`config.mk`:
```
export PLATFORM = sky130hd
export DESIGN_NAME = trng_ctrl
export DESIGN_NICKNAME = d
export VERILOG_FILES = /design/src/rtl/trng_pkg.sv /design/src/rtl/trng_lfsr_bank.sv /design/src/rtl/trng_seq.sv /design/src/rtl/trng_csr.sv /design/src/rtl/trng_ctrl.sv
export SDC_FILE = /design/constraint.sdc
export NUM_CORES = 1
export LEC_CHECK = 0
export CAP_MARGIN = 10
export CORE_ASPECT_RATIO = 1.1
export CORE_MARGIN = 3
export CORE_UTILIZATION = 55
export DETAILED_ROUTE_END_ITERATION = 10
export GPL_ROUTABILITY_DRIVEN = 0
export PLACE_DENSITY = 0.86
export SYNTH_ARGS = -nofsm -noshare
export SYNTH_HDL_FRONTEND = slang
export SYNTH_HIERARCHICAL = 1
export SYNTH_SLANG_ARGS = --single-unit
```
`constraint.sdc`:
```
create_clock -name clk -period 11.5 [get_ports clk]
set_input_delay 1.725 -clock clk [delete_from_list [all_inputs] [get_ports clk]]
set_output_delay 1.725 -clock clk [all_outputs]
set_load 0.01 [all_outputs]
```
`src/rtl/trng_pkg.sv`:
```
package trng_pkg;

  localparam int WORD_W    = 32;
  localparam int NUM_WORDS = 8;

  localparam int OFS_CMD   = 'h00;
  localparam int OFS_STAT  = 'h04;
  localparam int OFS_MODE  = 'h08;
  localparam int OFS_IE    = 'h10;
  localparam int OFS_EVT   = 'h14;
  localparam int OFS_OUT0  = 'h20;
  localparam int OFS_RQ    = 'h60;
  localparam int OFS_VER   = 'hF0;

  localparam int STAT_SEEDED = 9;
  localparam int STAT_GEN    = 30;
  localparam int STAT_RESEED = 31;
  localparam int MODE_WIDE   = 3;
  localparam int IE_GLOBAL   = 31;
  localparam int EV_READY    = 0;
  localparam int EV_SEEDED   = 1;

  localparam logic [WORD_W-1:0] IE_MASK = (WORD_W'(1) << IE_GLOBAL) | WORD_W'(3);

  typedef enum logic [1:0] {
    CMD_NOP  = 2'd0,
    CMD_GEN  = 2'd1,
    CMD_SEED = 2'd2,
    CMD_RSVD = 2'd3
  } cmd_e;

  typedef enum logic [1:0] {
    PH_IDLE = 2'd0,
    PH_SEED = 2'd1,
    PH_GEN  = 2'd2
  } phase_e;

  localparam logic [WORD_W-1:0] LFSR_TAPS   = 32'h8020_0003;
  localparam logic [WORD_W-1:0] SEED_BASE   = 32'h1234_5678;
  localparam logic [WORD_W-1:0] SEED_STRIDE = 32'h9E37_79B9;

  // one right-shifting Galois step
  function automatic logic [WORD_W-1:0] lfsr_next(input logic [WORD_W-1:0] s);
    logic [WORD_W-1:0] n;
    n = s >> 1;
    if (s[0]) n = n ^ LFSR_TAPS;
    return n;
  endfunction

  // seed image from the accumulated stride; zero would lock the LFSR
  function automatic logic [WORD_W-1:0] seed_image(input logic [WORD_W-1:0] acc);
    logic [WORD_W-1:0] v;
    v = SEED_BASE ^ acc;
    return (v == '0) ? WORD_W'(1) : v;
  endfunction

endpackage

```
`src/rtl/trng_lfsr_bank.sv`:
```
module trng_lfsr_bank
  import trng_pkg::*;
#(
  parameter int NWORDS = NUM_WORDS
) (
  input  logic                          clk,
  input  logic                          rst_n,
  input  logic                          seed_fire,
  input  logic                          gen_fire,
  input  logic                          gen_wide,
  output logic [NWORDS-1:0][WORD_W-1:0] out_words
);

  localparam int HALF = NWORDS / 2;

  logic [WORD_W-1:0]            state_q;
  logic [WORD_W-1:0]            stride_q;
  logic [WORD_W-1:0]            stride_next;
  logic [NWORDS:0][WORD_W-1:0]  chain;

  assign chain[0]    = state_q;
  assign stride_next = stride_q + SEED_STRIDE;

  for (genvar g = 0; g < NWORDS; g++) begin : g_chain
    assign chain[g+1] = lfsr_next(chain[g]);
  end

  always_ff @(posedge clk or negedge rst_n) begin
    if (!rst_n) begin
      state_q   <= SEED_BASE;
      stride_q  <= '0;
      out_words <= '0;
    end else if (seed_fire) begin
      stride_q <= stride_next;
      state_q  <= seed_image(stride_next);
    end else if (gen_fire) begin
      state_q <= gen_wide ? chain[NWORDS] : chain[HALF];
      for (int i = 0; i < NWORDS; i++) begin
        out_words[i] <= (gen_wide || i < HALF) ? chain[i+1] : '0;
      end
    end
  end

endmodule

```
`src/rtl/trng_seq.sv`:
```
module trng_seq
  import trng_pkg::*;
#(
  parameter int GEN_LAT_WIDE   = 1024,
  parameter int GEN_LAT_NARROW = 512,
  parameter int SEED_LAT       = 256,
  parameter int RQ_W           = 16,
  parameter bit BOOT_SEED      = 1'b1
) (
  input  logic            clk,
  input  logic            rst_n,
  input  logic            cmd_wr,
  input  logic [1:0]      cmd_code,
  input  logic            mode_wide,
  input  logic [RQ_W-1:0] rq_limit,
  output logic            seeded,
  output logic            generating,
  output logic            reseeding,
  output logic            gen_start,
  output logic            seed_start,
  output logic            gen_done,
  output logic            seed_done,
  output logic            auto_hit,
  output logic            pend_valid,
  output logic            wide_q
);

  localparam int MAX_LAT = (GEN_LAT_WIDE > GEN_LAT_NARROW)
                         ? ((GEN_LAT_WIDE > SEED_LAT) ? GEN_LAT_WIDE : SEED_LAT)
                         : ((GEN_LAT_NARROW > SEED_LAT) ? GEN_LAT_NARROW : SEED_LAT);
  localparam int CNT_W   = $clog2(MAX_LAT + 1);
  localparam int ACC_W   = RQ_W + 1;

  phase_e              phase_q;
  logic [CNT_W-1:0]    cnt_q;
  logic [ACC_W-1:0]    acc_q;
  logic [ACC_W-1:0]    acc_next;
  logic                seeded_q;
  cmd_e                pend_q;
  logic                pend_q_valid;

  logic                is_idle;
  logic                req_valid;
  logic                sel_valid;
  cmd_e                sel_code;
  logic                start_ok;

  function automatic logic [CNT_W-1:0] lat_load(input int lat);
    return CNT_W'(lat - 1);
  endfunction

  assign is_idle   = (phase_q == PH_IDLE);
  assign req_valid = cmd_wr && (cmd_code == CMD_GEN || cmd_code == CMD_SEED);
  assign sel_valid = req_valid || pend_q_valid;
  assign sel_code  = req_valid ? cmd_e'(cmd_code) : pend_q;
  assign start_ok  = is_idle && sel_valid && (sel_code == CMD_SEED || seeded_q);

  assign gen_done  = (phase_q == PH_GEN)  && (cnt_q == '0);
  assign seed_done = (phase_q == PH_SEED) && (cnt_q == '0);
  assign acc_next  = acc_q + (wide_q ? ACC_W'(2) : ACC_W'(1));
  assign auto_hit  = gen_done && (rq_limit != '0) && (acc_next >= ACC_W'(rq_limit));

  assign gen_start  = start_ok && (sel_code == CMD_GEN);
  assign seed_start = (start_ok && (sel_code == CMD_SEED)) || auto_hit;

  assign seeded     = seeded_q;
  assign generating = (phase_q == PH_GEN);
  assign reseeding  = (phase_q == PH_SEED);
  assign pend_valid = pend_q_valid;

  // phase, latency counter and block total
  always_ff @(posedge clk or negedge rst_n) begin
    if (!rst_n) begin
      phase_q  <= BOOT_SEED ? PH_SEED : PH_IDLE;
      cnt_q    <= BOOT_SEED ? lat_load(SEED_LAT) : '0;
      acc_q    <= '0;
      seeded_q <= 1'b0;
      wide_q   <= 1'b0;
    end else begin
      unique case (phase_q)
        PH_GEN: begin
          if (cnt_q == '0) begin
            if (auto_hit) begin
              phase_q <= PH_SEED;
              cnt_q   <= lat_load(SEED_LAT);
              acc_q   <= '0;
            end else begin
              phase_q <= PH_IDLE;
              acc_q   <= acc_next;
            end
          end else begin
            cnt_q <= cnt_q - 1'b1;
          end
        end
        PH_SEED: begin
          if (cnt_q == '0) begin
            phase_q  <= PH_IDLE;
            seeded_q <= 1'b1;
          end else begin
            cnt_q <= cnt_q - 1'b1;
          end
        end
        default: begin
          if (gen_start) begin
            phase_q <= PH_GEN;
            wide_q  <= mode_wide;
            cnt_q   <= mode_wide ? lat_load(GEN_LAT_WIDE) : lat_load(GEN_LAT_NARROW);
          end else if (seed_start) begin
            phase_q <= PH_SEED;
            cnt_q   <= lat_load(SEED_LAT);
            acc_q   <= '0;
          end
        end
      endcase
    end
  end

  // one-entry held command slot, newest wins
  always_ff @(posedge clk or negedge rst_n) begin
    if (!rst_n) begin
      pend_q_valid <= 1'b0;
      pend_q       <= CMD_NOP;
    end else if (req_valid && !start_ok) begin
      pend_q_valid <= 1'b1;
      pend_q       <= cmd_e'(cmd_code);
    end else if (start_ok && !req_valid) begin
      pend_q_valid <= 1'b0;
    end
  end

endmodule

```
`src/rtl/trng_csr.sv`:
```
module trng_csr
  import trng_pkg::*;
#(
  parameter int ADDR_W  = 8,
  parameter int NWORDS  = NUM_WORDS,
  parameter int RQ_W    = 16,
  parameter logic [WORD_W-1:0] VERSION = 32'h0000_46BC
) (
  input  logic                          clk,
  input  logic                          rst_n,
  input  logic                          we,
  input  logic [ADDR_W-1:0]             addr,
  input  logic [WORD_W-1:0]             wdata,
  input  logic                          seeded,
  input  logic                          generating,
  input  logic                          reseeding,
  input  logic                          gen_done,
  input  logic                          seed_done,
  input  logic [NWORDS-1:0][WORD_W-1:0] out_words,
  output logic [WORD_W-1:0]             rdata,
  output logic                          irq,
  output logic                          cmd_wr,
  output logic [1:0]                    cmd_code,
  output logic                          mode_wide,
  output logic [RQ_W-1:0]               rq_limit,
  output logic [WORD_W-1:0]             ie,
  output logic [1:0]                    evt
);

  localparam int IDX_W = (NWORDS > 1) ? $clog2(NWORDS) : 1;

  logic              hit_mode, hit_ie, hit_evt, hit_rq;
  logic [1:0]        evt_set, evt_clr;
  logic [ADDR_W-1:0] rel;
  logic              word_hit;

  function automatic logic at(input logic [ADDR_W-1:0] a, input int ofs);
    return a == ADDR_W'(ofs);
  endfunction

  assign cmd_wr   = we && at(addr, OFS_CMD);
  assign cmd_code = wdata[1:0];
  assign hit_mode = we && at(addr, OFS_MODE);
  assign hit_ie   = we && at(addr, OFS_IE);
  assign hit_evt  = we && at(addr, OFS_EVT);
  assign hit_rq   = we && at(addr, OFS_RQ);

  assign evt_set = {seed_done, gen_done};
  assign evt_clr = hit_evt ? wdata[1:0] : 2'b00;

  always_ff @(posedge clk or negedge rst_n) begin
    if (!rst_n) begin
      mode_wide <= 1'b0;
      ie        <= '0;
      rq_limit  <= '0;
      evt       <= '0;
    end else begin
      if (hit_mode) mode_wide <= wdata[MODE_WIDE];
      if (hit_ie)   ie        <= wdata & IE_MASK;
      if (hit_rq)   rq_limit  <= wdata[RQ_W-1:0];
      evt <= evt_set | (evt & ~evt_clr);
    end
  end

  assign irq = ie[IE_GLOBAL] & |(evt & ie[1:0]);

  assign rel      = addr - ADDR_W'(OFS_OUT0);
  assign word_hit = (addr >= ADDR_W'(OFS_OUT0)) && (rel < ADDR_W'(NWORDS * 4)) && (rel[1:0] == 2'b00);

  always_comb begin
    rdata = '0;
    if (word_hit) begin
      rdata = out_words[rel[IDX_W+1:2]];
    end else if (at(addr, OFS_STAT)) begin
      rdata[STAT_SEEDED] = seeded;
      rdata[STAT_GEN]    = generating;
      rdata[STAT_RESEED] = reseeding;
    end else if (at(addr, OFS_MODE)) begin
      rdata[MODE_WIDE] = mode_wide;
    end else if (at(addr, OFS_IE)) begin
      rdata = ie;
    end else if (at(addr, OFS_EVT)) begin
      rdata[1:0] = evt;
    end else if (at(addr, OFS_RQ)) begin
      rdata[RQ_W-1:0] = rq_limit;
    end else if (at(addr, OFS_VER)) begin
      rdata = VERSION;
    end
  end

endmodule

```
`src/rtl/trng_ctrl.sv`:
```
module trng_ctrl
  import trng_pkg::*;
#(
  parameter int ADDR_W         = 8,
  parameter int GEN_LAT_WIDE   = 1024,
  parameter int GEN_LAT_NARROW = 512,
  parameter int SEED_LAT       = 256,
  parameter int RQ_W           = 16,
  parameter bit BOOT_SEED      = 1'b1
) (
  input  logic              clk,
  input  logic              rst_n,
  input  logic              reg_we,
  input  logic [ADDR_W-1:0] reg_addr,
  input  logic [31:0]       reg_wdata,
  output logic [31:0]       reg_rdata,
  output logic              irq
);

  // internal events, named for the bound checker
  logic                             cmd_wr;
  logic [1:0]                       cmd_code;
  logic                             mode_wide;
  logic [RQ_W-1:0]                  rq_limit;
  logic [WORD_W-1:0]                ie;
  logic [1:0]                       evt;
  logic                             st_seeded, st_generating, st_reseeding;
  logic                             gen_start, seed_start, gen_done, seed_done;
  logic                             auto_hit, pend_valid, wide_q;
  logic [NUM_WORDS-1:0][WORD_W-1:0] out_words;

  trng_seq #(
    .GEN_LAT_WIDE   (GEN_LAT_WIDE),
    .GEN_LAT_NARROW (GEN_LAT_NARROW),
    .SEED_LAT       (SEED_LAT),
    .RQ_W           (RQ_W),
    .BOOT_SEED      (BOOT_SEED)
  ) u_seq (
    .clk        (clk),
    .rst_n      (rst_n),
    .cmd_wr     (cmd_wr),
    .cmd_code   (cmd_code),
    .mode_wide  (mode_wide),
    .rq_limit   (rq_limit),
    .seeded     (st_seeded),
    .generating (st_generating),
    .reseeding  (st_reseeding),
    .gen_start  (gen_start),
    .seed_start (seed_start),
    .gen_done   (gen_done),
    .seed_done  (seed_done),
    .auto_hit   (auto_hit),
    .pend_valid (pend_valid),
    .wide_q     (wide_q)
  );

  trng_lfsr_bank #(
    .NWORDS (NUM_WORDS)
  ) u_bank (
    .clk       (clk),
    .rst_n     (rst_n),
    .seed_fire (seed_done),
    .gen_fire  (gen_done),
    .gen_wide  (wide_q),
    .out_words (out_words)
  );

  trng_csr #(
    .ADDR_W (ADDR_W),
    .NWORDS (NUM_WORDS),
    .RQ_W   (RQ_W)
  ) u_csr (
    .clk        (clk),
    .rst_n      (rst_n),
    .we         (reg_we),
    .addr       (reg_addr),
    .wdata      (reg_wdata),
    .seeded     (st_seeded),
    .generating (st_generating),
    .reseeding  (st_reseeding),
    .gen_done   (gen_done),
    .seed_done  (seed_done),
    .out_words  (out_words),
    .rdata      (reg_rdata),
    .irq        (irq),
    .cmd_wr     (cmd_wr),
    .cmd_code   (cmd_code),
    .mode_wide  (mode_wide),
    .rq_limit   (rq_limit),
    .ie         (ie),
    .evt        (evt)
  );

endmodule

```
==> reports/results.txt, run 1 <==
setup violators final = 0
Layout Area Growth over Synthesis = 0.00835%
port buffer count = 60
number of global-route vias before repair = 11,100
Gate Count Post-Synth = 1,522
clock period minus worst slack = 6.99 ns
reg-to-reg slack, setup = 6.64 ns
final std cells w/o fill = 1,710
Post-CTS Resized = 0
Syn. warnings = 6
num rows = 62
Post-Synthesis Cell Area = 0.0150 mm²
Wirelength per Cell = 20.5 µm
max-cap violations = 0
Die X-Extent = 163 µm
worst-path fanout max = 36
sw frac = 0.230
pre-CTS setup slack = 4.55 ns
clock sinks = 203
peak supply drop = 0.0000974 V
Worst R2R End = u_seq/acc_q[10]$_DFFE_PN0P_
die area = 0.0292 mm²
chip height = 179 µm
Hold EP = u_bank/out_words[225]$_DFFE_PN0P_
CP endpoint kind = output port
core area = 0.0265 mm²
GRT overflow = 0
H-tree level count = 1
largest net degree at the start of global routing = 121
internal power = 1.17 mW
DRT iter0 DRCs = 1,623
Num CTS Buffers = 22
crit path DAT = 5.26 ns
Placed Cells = 1,670
vias per cell = 6.50
P per Cell Area = 102 mW/mm²
final hold slack = 0.476 ns
Slew @ Worst Pin = 1.12 ns
DR vias = 11,100
final slew viol count = 0
TritonCTS clock tree = done
Post-Syn Area per Cell = 9.83 µm²
Worst Hold Path Cells = 1
Post-CTS Setup Bufs = 0
CP Class = in -> out
global-route wire length before repair = 57,500 µm
fin worst setup slack = 4.51 ns
placed cell area = 0.0142 mm²
# hold bufs at CTS = 0
I/O pin cnt = 76
Nets = 1,411
DRC = 0
Ant. Diodes = 0
Sw Pwr = 0.349 mW
# fillers = 2,104
final WL = 35,100 µm
clock buffer depth = 3
Register-to-Register Path Depth = 17
Clk pwr share = 0.466
worst hold start = u_bank/out_words[225]$_DFFE_PN0P_
HPWL after detailed placement = 23,700 µm
share of layout cells above drive strength 1 = 0.175
Fin. Hold Viols = 0
Static Leak = 6.32 nW
RSZ-0062 raised after global routing = no
initial antenna violation count = 0
logic gate share of total power = 0.058
DRT Pass-1 Iters = 6
Initial Util = 0.566
Root Buffer = clkbuf_16
Tot GR Track Use = 0.241
Final ANT Viol Nets = 0
Fin Clk Skew = 0.00699 ns
startpoint types = input pin
r2r startpoint = u_seq/wide_q$_DFFE_PN0P_
Synth Net Count = 1,591
CTS clk-pin slew, worst paths = 0.06 ns
Worst slew margin = 0.251
setup tns final = 0 ns
status = finished clean
cell area after layout = 0.0150 mm²
worst skew pair latency = 0.52 ns
Min-Delay Path Class = reg -> reg
Max Clk Rate = 143 MHz
part of the cycle the worst path needs = 0.608
data required time at the worst endpoint = 9.78 ns
sequential share of power = 0.476
cell type report:
| cell class | instances | area (µm²) | area share |
|---|---|---|---|
| multi-input cells | 996 | 7840 | 0.524 |
| flip-flops and latches | 203 | 5110 | 0.341 |
| clock buffers | 34 | 666 | 0.0445 |
| well taps | 352 | 440 | 0.0294 |
| inverters | 50 | 188 | 0.0125 |
| clock inverters | 6 | 66.3 | 0.00443 |
| repair buffers | 69 | 659 | 0.0441 |
worst max-delay path by stage:
| stage | cells past startpoint | startpoint | slack (ns) | end |
|---|---|---|---|---|
| finish | 8 | reg_addr[5] | 4.51 | reg_rdata[14] |
| global route | 8 | reg_addr[5] | 4.34 | reg_rdata[14] |
| CTS | 8 | reg_addr[5] | 4.56 | reg_rdata[14] |
| detailed placement | 8 | reg_addr[5] | 4.55 | reg_rdata[14] |
| global placement | 8 | reg_addr[5] | 4.70 | reg_rdata[14] |
| floorplan | 8 | reg_addr[5] | 6.65 | reg_rdata[15] |
through the flow:
stage               power (mW)   util
finish                    1.52  0.566
floorplan                0.791      -
detailed placement       0.824  0.538
global placement         0.821  0.538
global route              1.57  0.566
CTS                       1.53  0.566
flip-flops by register name (all words and copies together), names as in the netlist, 2 cells and up:
signal            count
u_csr/rq_limit       16
u_csr/evt             2
u_seq/phase_q         2
u_csr/ie              3
u_bank/state_q       32
u_bank/stride_q      32
u_bank/out_words     82
u_seq/pend_q          2
u_seq/cnt_q          11
u_seq/acc_q          17
power by group through the flow:
stage	combinational (mW)	clock, mW	sequential, mW
final	0.0884	0.709	0.723
after global routing	0.0957	0.748	0.723
after CTS	0.0887	0.719	0.723
after detailed placement	0.0881	0	0.736
after global placement	0.0853	0	0.736
after floorplan	0.0574	0	0.734
cell usage in the layout (no fill, tap or decap), drive strengths merged, types with 21 or more instances in the layout:
cell type and instances:
a211oi 21, a21oi 70, clkbuf 35, clkdlybuf4s50 56, dfrtp 181, dfstp 22, ha 25, inv 50
mux2 56, mux2i 39, mux4 64, nand2 172, nand3 24, nand4 22, nor2 72, o211ai 22
o21ai 118, xnor2 52, xor2 32
critical path, cell delays in order:
cell,delay [ns]
clkdlybuf4s50_1,0.67
inv_1,0.12
ha_1,0.24
xnor2_1,0.25
nand4_2,0.85
nand3b_1,0.72
o22ai_1,0.16
clkdlybuf4s50_1,0.52
metal layers:
layer / track usage / wire length [µm] / vias to the layer above
met4: 0.121 / 1730 / 0
met3: 0.0393 / 2540 / 142
met5: 0 / 0 / -
met2: 0.413 / 17500 / 584
met1: 0.297 / 13300 / 5489
li1: - / - / 4908
(Power assumes the default switching activity.)
==> run 2: changes to the inputs <==
--- a/config.mk
+++ b/config.mk
@@ -11,7 +11,7 @@
 export CORE_UTILIZATION = 55
 export DETAILED_ROUTE_END_ITERATION = 10
 export GPL_ROUTABILITY_DRIVEN = 0
-export PLACE_DENSITY = 0.86
+export PLACE_DENSITY = 0.89
 export SYNTH_ARGS = -nofsm -noshare
 export SYNTH_HDL_FRONTEND = slang
 export SYNTH_HIERARCHICAL = 1
==> constraint.sdc (replaced) <==
create_clock -name clk -period 6.4 [get_ports clk]
set_input_delay 0.96 -clock clk [delete_from_list [all_inputs] [get_ports clk]]
set_output_delay 0.96 -clock clk [all_outputs]
set_load 0.01 [all_outputs]
==> reports/results.txt, run 2 (synthesis gave the netlist of run 1 again) <==
DRT iter0 DRCs = 1,710
data required time at the worst endpoint = 5.44 ns
CP endpoint kind = output port
clock period minus worst slack = 4.83 ns
setup violators final = 0
worst skew pair latency = 0.53 ns
worst-path fanout max = 23
status = finished clean
P per Cell Area = 196 mW/mm²
Wirelength per Cell = 21.1 µm
Die X-Extent = 163 µm
biggest regs = u_bank/out_words: 82 flops, u_bank/state_q: 32 flops, u_bank/stride_q: 32 flops
clock buffer depth = 3
core area = 0.0265 mm²
vias per cell = 6.60
Initial Util = 0.566
Root Buffer = clkbuf_16
Final ANT Viol Nets = 0
Nets = 1,410
cell area after layout = 0.0151 mm²
Crit-path slowest cell = clkdlybuf4s50_1
CP Class = in -> out
Worst slew margin = 0.196
clock sinks = 203
Post-CTS Resized = 0
crit path DAT = 3.87 ns
Slew @ Worst Pin = 1.21 ns
most common cell after layout, fill and taps aside = dfrtp_1
r2r startpoint = u_seq/wide_q$_DFFE_PN0P_
DR vias = 11,300
fin worst setup slack = 1.57 ns
Static Leak = 6.37 nW
Max Clk Rate = 207 MHz
Fin. Hold Viols = 0
CP most frequent cell = clkdlybuf4s50_1
# hold bufs at CTS = 0
setup tns final = 0 ns
Min-Delay Path Class = reg -> reg
Top reg by flops = u_bank/out_words
part of the cycle the worst path needs = 0.754
Ant. Diodes = 0
Max stage delay on crit path = 0.68 ns
max reg flops = 82
Tot GR Track Use = 0.244
Fin Clk Skew = 0.0300 ns
Hold EP = u_bank/out_words[1]$_DFFE_PN0P_
Worst R2R End = u_seq/acc_q[3]$_DFFE_PN0P_
final WL = 36,000 µm
Layout Area Growth over Synthesis = 0.853%
final hold slack = 0.494 ns
DRT Pass-1 Iters = 6
startpoint types = input pin
GRT overflow = 0
I/O pin cnt = 76
largest net degree at the start of global routing = 121
CTS clk-pin slew, worst paths = 0.07 ns
number of global-route vias before repair = 10,900
port buffer count = 60
final slew viol count = 0
Design Power = 2.96 mW
reg-to-reg slack, setup = 2.06 ns
share of layout cells above drive strength 1 = 0.175
RSZ-0062 raised after global routing = no
chip height = 179 µm
die area = 0.0292 mm²
Register-to-Register Path Depth = 16
HPWL after detailed placement = 24,100 µm
most frequent cells in the layout = 181 x dfrtp_1, 171 x nand2_1, 104 x o21ai_0
crit path cell chain = clkdlybuf4s50_1 > inv_1 > ha_1 > xnor2_1 > nand4_2 > buf_4 > o21ai_0 > clkdlybuf4s50_1
H-tree level count = 1
initial antenna violation count = 0
global-route wire length before repair = 58,000 µm
num rows = 62
max-cap violations = 0
peak supply drop = 0.000174 V
TritonCTS clock tree = done
Post-CTS Setup Bufs = 0
Worst Hold Path Cells = 2
DRC = 0
placed cell area = 0.0142 mm²
pre-CTS setup slack = 1.65 ns
worst hold start = u_bank/out_words[1]$_DFFE_PN0P_
Num CTS Buffers = 22
-- run 2: changes by cell type in the layout (fill, tap and decap cells not counted), sizes merged --
cell / change
buf: -1
bufinv: +6
inv: +1
clkbuf: -6
clkinv: -1
-- run 2: worst max path at each step --
stage,to,slack [ns],from
2_1_floorplan,u_seq/acc_q[12]$_DFFE_PN0P_,2.79,u_seq/wide_q$_DFFE_PN0P_
3_3_place_gp,reg_rdata[15],1.74,reg_addr[5]
3_5_place_dp,reg_rdata[30],1.65,reg_addr[5]
4_1_cts,reg_rdata[30],1.65,reg_addr[5]
5_1_grt,reg_rdata[30],1.45,reg_addr[5]
6_report,reg_rdata[30],1.57,reg_addr[5]
-- run 2: report_power, final --
part,total (mW),internal (mW),switching (mW),leakage (nW)
clock network,1.50,0.956,0.544,0.420
logic,0.157,0.0580,0.0988,3.30
registers,1.30,1.29,0.00835,2.65
-- run 2: worst max-delay path: cells and delay by family --
family,cells,cell delay (ns)
AOI/OAI and AO/OA,1,0.23
xor gates and xnor gates,1,0.24
buffers and inverters,4,1.76
adders and majority gates,1,0.22
and+or+nand+nor,1,0.43
-- run 2: layer usage --
layer / routed length [µm] / track usage / vias up
met5: 0 / 0 / -
met4: 1850 / 0.104 / 0
met3: 3370 / 0.0386 / 154
met2: 17200 / 0.406 / 697
met1: 13600 / 0.317 / 5532
li1: - / - / 4897
-- run 2: area by class of cell --
cell class,instances,area (µm²)
Tap cell,352,440
Inverter,50,188
Fill cell,2024,11400
Clock inverter,12,260
Multi-Input combinational cell,996,7840
Sequential cell,203,5110
Clock buffer,28,603
Timing Repair Buffer,68,654
-- run 2: stage by stage --
stage	instances	utilization
2_1_floorplan	1522	-
3_5_place_dp	1669	0.538
4_1_cts	1709	0.570
6_report	1709	0.570
5_1_grt	1709	0.570
3_3_place_gp	1669	0.538
==> run 3: changes to the inputs <==
==> constraint.sdc (replaced) <==
create_clock -name clk -period 3.9 [get_ports clk]
set_input_delay 0.585 -clock clk [delete_from_list [all_inputs] [get_ports clk]]
set_output_delay 0.585 -clock clk [all_outputs]
set_load 0.01 [all_outputs]
==> reports/results.txt, run 3 (synthesis gave the netlist of run 1 again) <==
initial antenna violation count = 0
worst-path fanout max = 9
pre-CTS setup slack = 0.0129 ns
internal power = 3.64 mW
# hold bufs at CTS = 0
Wirelength per Cell = 20.5 µm
final slew viol count = 0
final core utilization = 0.577
crit path cell chain = inv_1 > ha_2 > fa_2 > nand4_4 > nor2_2 > nand4_1 > buf_4 > or2_2 > nand2_1 > ha_1 > nand4_1 > o41a_1 > and2_1 > and4_4 > buf_4 > o21ai_0 > o21ai_0
GRT overflow = 0
met3 track demand over resource = 0.0439
Static Leak = 6.46 nW
port buffer count = 60
part of the cycle the worst path needs = 0.945
CTS clk-pin slew, worst paths = 0.06 ns
most used routing layer = met2
worst skew pair latency = 0.52 ns
Num CTS Buffers = 23
Max stage delay on crit path = 0.45 ns
DRT iter0 DRCs = 1,640
Sw Pwr = 1.05 mW
Placed Cells = 1,691
P per Cell Area = 307 mW/mm²
Tot GR Track Use = 0.243
CP bufs+invs = 3
H-tree level count = 1
vias per cell = 6.49
data required time at the worst endpoint = 4.28 ns
clock period minus worst slack = 3.69 ns
Layout Area Growth over Synthesis = 1.97%
Top reg by flops = u_bank/out_words
clock buffer depth = 3
number of global-route vias before repair = 11,100
DRT Pass-1 Iters = 5
final WL = 35,600 µm
status = finished clean
final std cells w/o fill = 1,737
CP Class = reg -> reg
num rows = 62
core area = 0.0265 mm²
I/O pin cnt = 76
met1 Use GR = 0.318
Root Buffer = clkbuf_16
logic gate share of total power = 0.059
share of layout cells above drive strength 1 = 0.198
Worst slew margin = 0.468
DR vias = 11,300
Crit-path slowest cell = o41a_1
HPWL after detailed placement = 24,600 µm
met2 Track Usage GR = 0.394
setup violators final = 0
Fin. Hold Viols = 0
largest net degree at the start of global routing = 99
most common cell after layout, fill and taps aside = dfrtp_1
most frequent cells in the layout = 181 x dfrtp_1, 171 x nand2_1, 104 x o21ai_0
Initial Util = 0.566
fin worst setup slack = 0.213 ns
CP endpoint kind = flop
global-route wire length before repair = 57,800 µm
Die X-Extent = 163 µm
TritonCTS clock tree = done
startpoint types = flop
sequential share of power = 0.455
Slew @ Worst Pin = 0.798 ns
Min-Delay Path Class = in -> async
placed cell area = 0.0144 mm²
die area = 0.0292 mm²
Fin Clk Skew = 0.0238 ns
peak supply drop = 0.000309 V
sw frac = 0.225
CP top delay family = simple AND/OR/NAND/NOR gates
chip height = 179 µm
Ant. Diodes = 0
Clk pwr share = 0.486
biggest regs = u_bank/out_words: 82 flops, u_bank/state_q: 32 flops, u_bank/stride_q: 32 flops
cell area after layout = 0.0153 mm²
crit path DAT = 4.06 ns
Final ANT Viol Nets = 0
Max Clk Rate = 271 MHz
max-cap violations = 0
DRC = 0
clock sinks = 203
Nets = 1,438
max reg flops = 82
run 3: cell types whose count changed in the layout (fill, tap and decap cells not counted), sizes merged:
cell	delta
clkinv	-2
clkinvlp	+3
bufinv	-3
clkbuf	+3
buf	+27
run 3: final cells by class:
| cell class | count | area [µm²] |
|---|---|---|
| Tap cell | 352 | 440 |
| Multi-Input combinational cell | 996 | 7870 |
| Timing Repair Buffer | 95 | 857 |
| Fill cell | 1976 | 11200 |
| Clock inverter | 10 | 161 |
| Clock buffer | 31 | 636 |
| Inverter | 50 | 188 |
| Sequential cell | 203 | 5110 |
run 3: power by group through the flow:
stage / logic (mW) / registers, mW / clock network, mW
after global routing: 0.303 / 2.13 / 2.40
final: 0.276 / 2.13 / 2.28
after CTS: 0.269 / 2.13 / 2.31
after floorplan: 0.169 / 2.16 / 0
after global placement: 0.259 / 2.17 / 0
after detailed placement: 0.266 / 2.17 / 0
run 3: worst paths after layout:
check                                                  start                                 to  slack [ns]  cells after the start
setup / recovery                    u_seq/wide_q$_DFFE_PN0P_         u_seq/acc_q[8]$_DFFE_PN0P_        0.21                     17
hold / removal                                         rst_n        u_seq/pend_q[0]$_DFFE_PN0P_        0.16                      1
setup reg to reg                    u_seq/wide_q$_DFFE_PN0P_         u_seq/acc_q[8]$_DFFE_PN0P_        0.21                     17
hold reg to reg            u_bank/out_words[225]$_DFFE_PN0P_  u_bank/out_words[225]$_DFFE_PN0P_        0.49                      1
max in group asynchronous                              rst_n     u_bank/state_q[25]$_DFFE_PN1P_        2.70                      2
min in group clk           u_bank/out_words[225]$_DFFE_PN0P_  u_bank/out_words[225]$_DFFE_PN0P_        0.49                      1
run 3: per-layer routing:
layer	vias up	routed length, µm
met5	-	0
met2	655	16900
met3	175	3100
met1	5484	13800
li1	4958	-
met4	0	1790
run 3: worst reg2reg max path, cell delays in order (launching register included):
cell	delay [ns]
dfrtp_1	0.42
inv_1	0.10
ha_2	0.21
fa_2	0.23
nand4_4	0.13
nor2_2	0.16
nand4_1	0.17
buf_4	0.18
or2_2	0.28
nand2_1	0.09
ha_1	0.17
nand4_1	0.10
o41a_1	0.45
and2_1	0.19
and4_4	0.22
buf_4	0.17
o21ai_0	0.19
o21ai_0	0.10
run 3: what timing repair did:
action / CTS / global route
endpoints found under the setup margin: 14 / 28
hold endpoints to repair: 0 / 0
buffers inserted: 3 / 2
pin swaps: 1 / 2
gates resized for setup: 1 / 10
run 3: stage by stage:
stage	total power, mW	hold WS [ns]	TNS, ns
4_1_cts	4.71	0.192	0
3_3_place_gp	2.43	0.456	0
6_report	4.69	0.162	0
5_1_grt	4.84	0.217	-0.00715
2_1_floorplan	2.33	0.289	0
3_5_place_dp	2.44	0.472	0
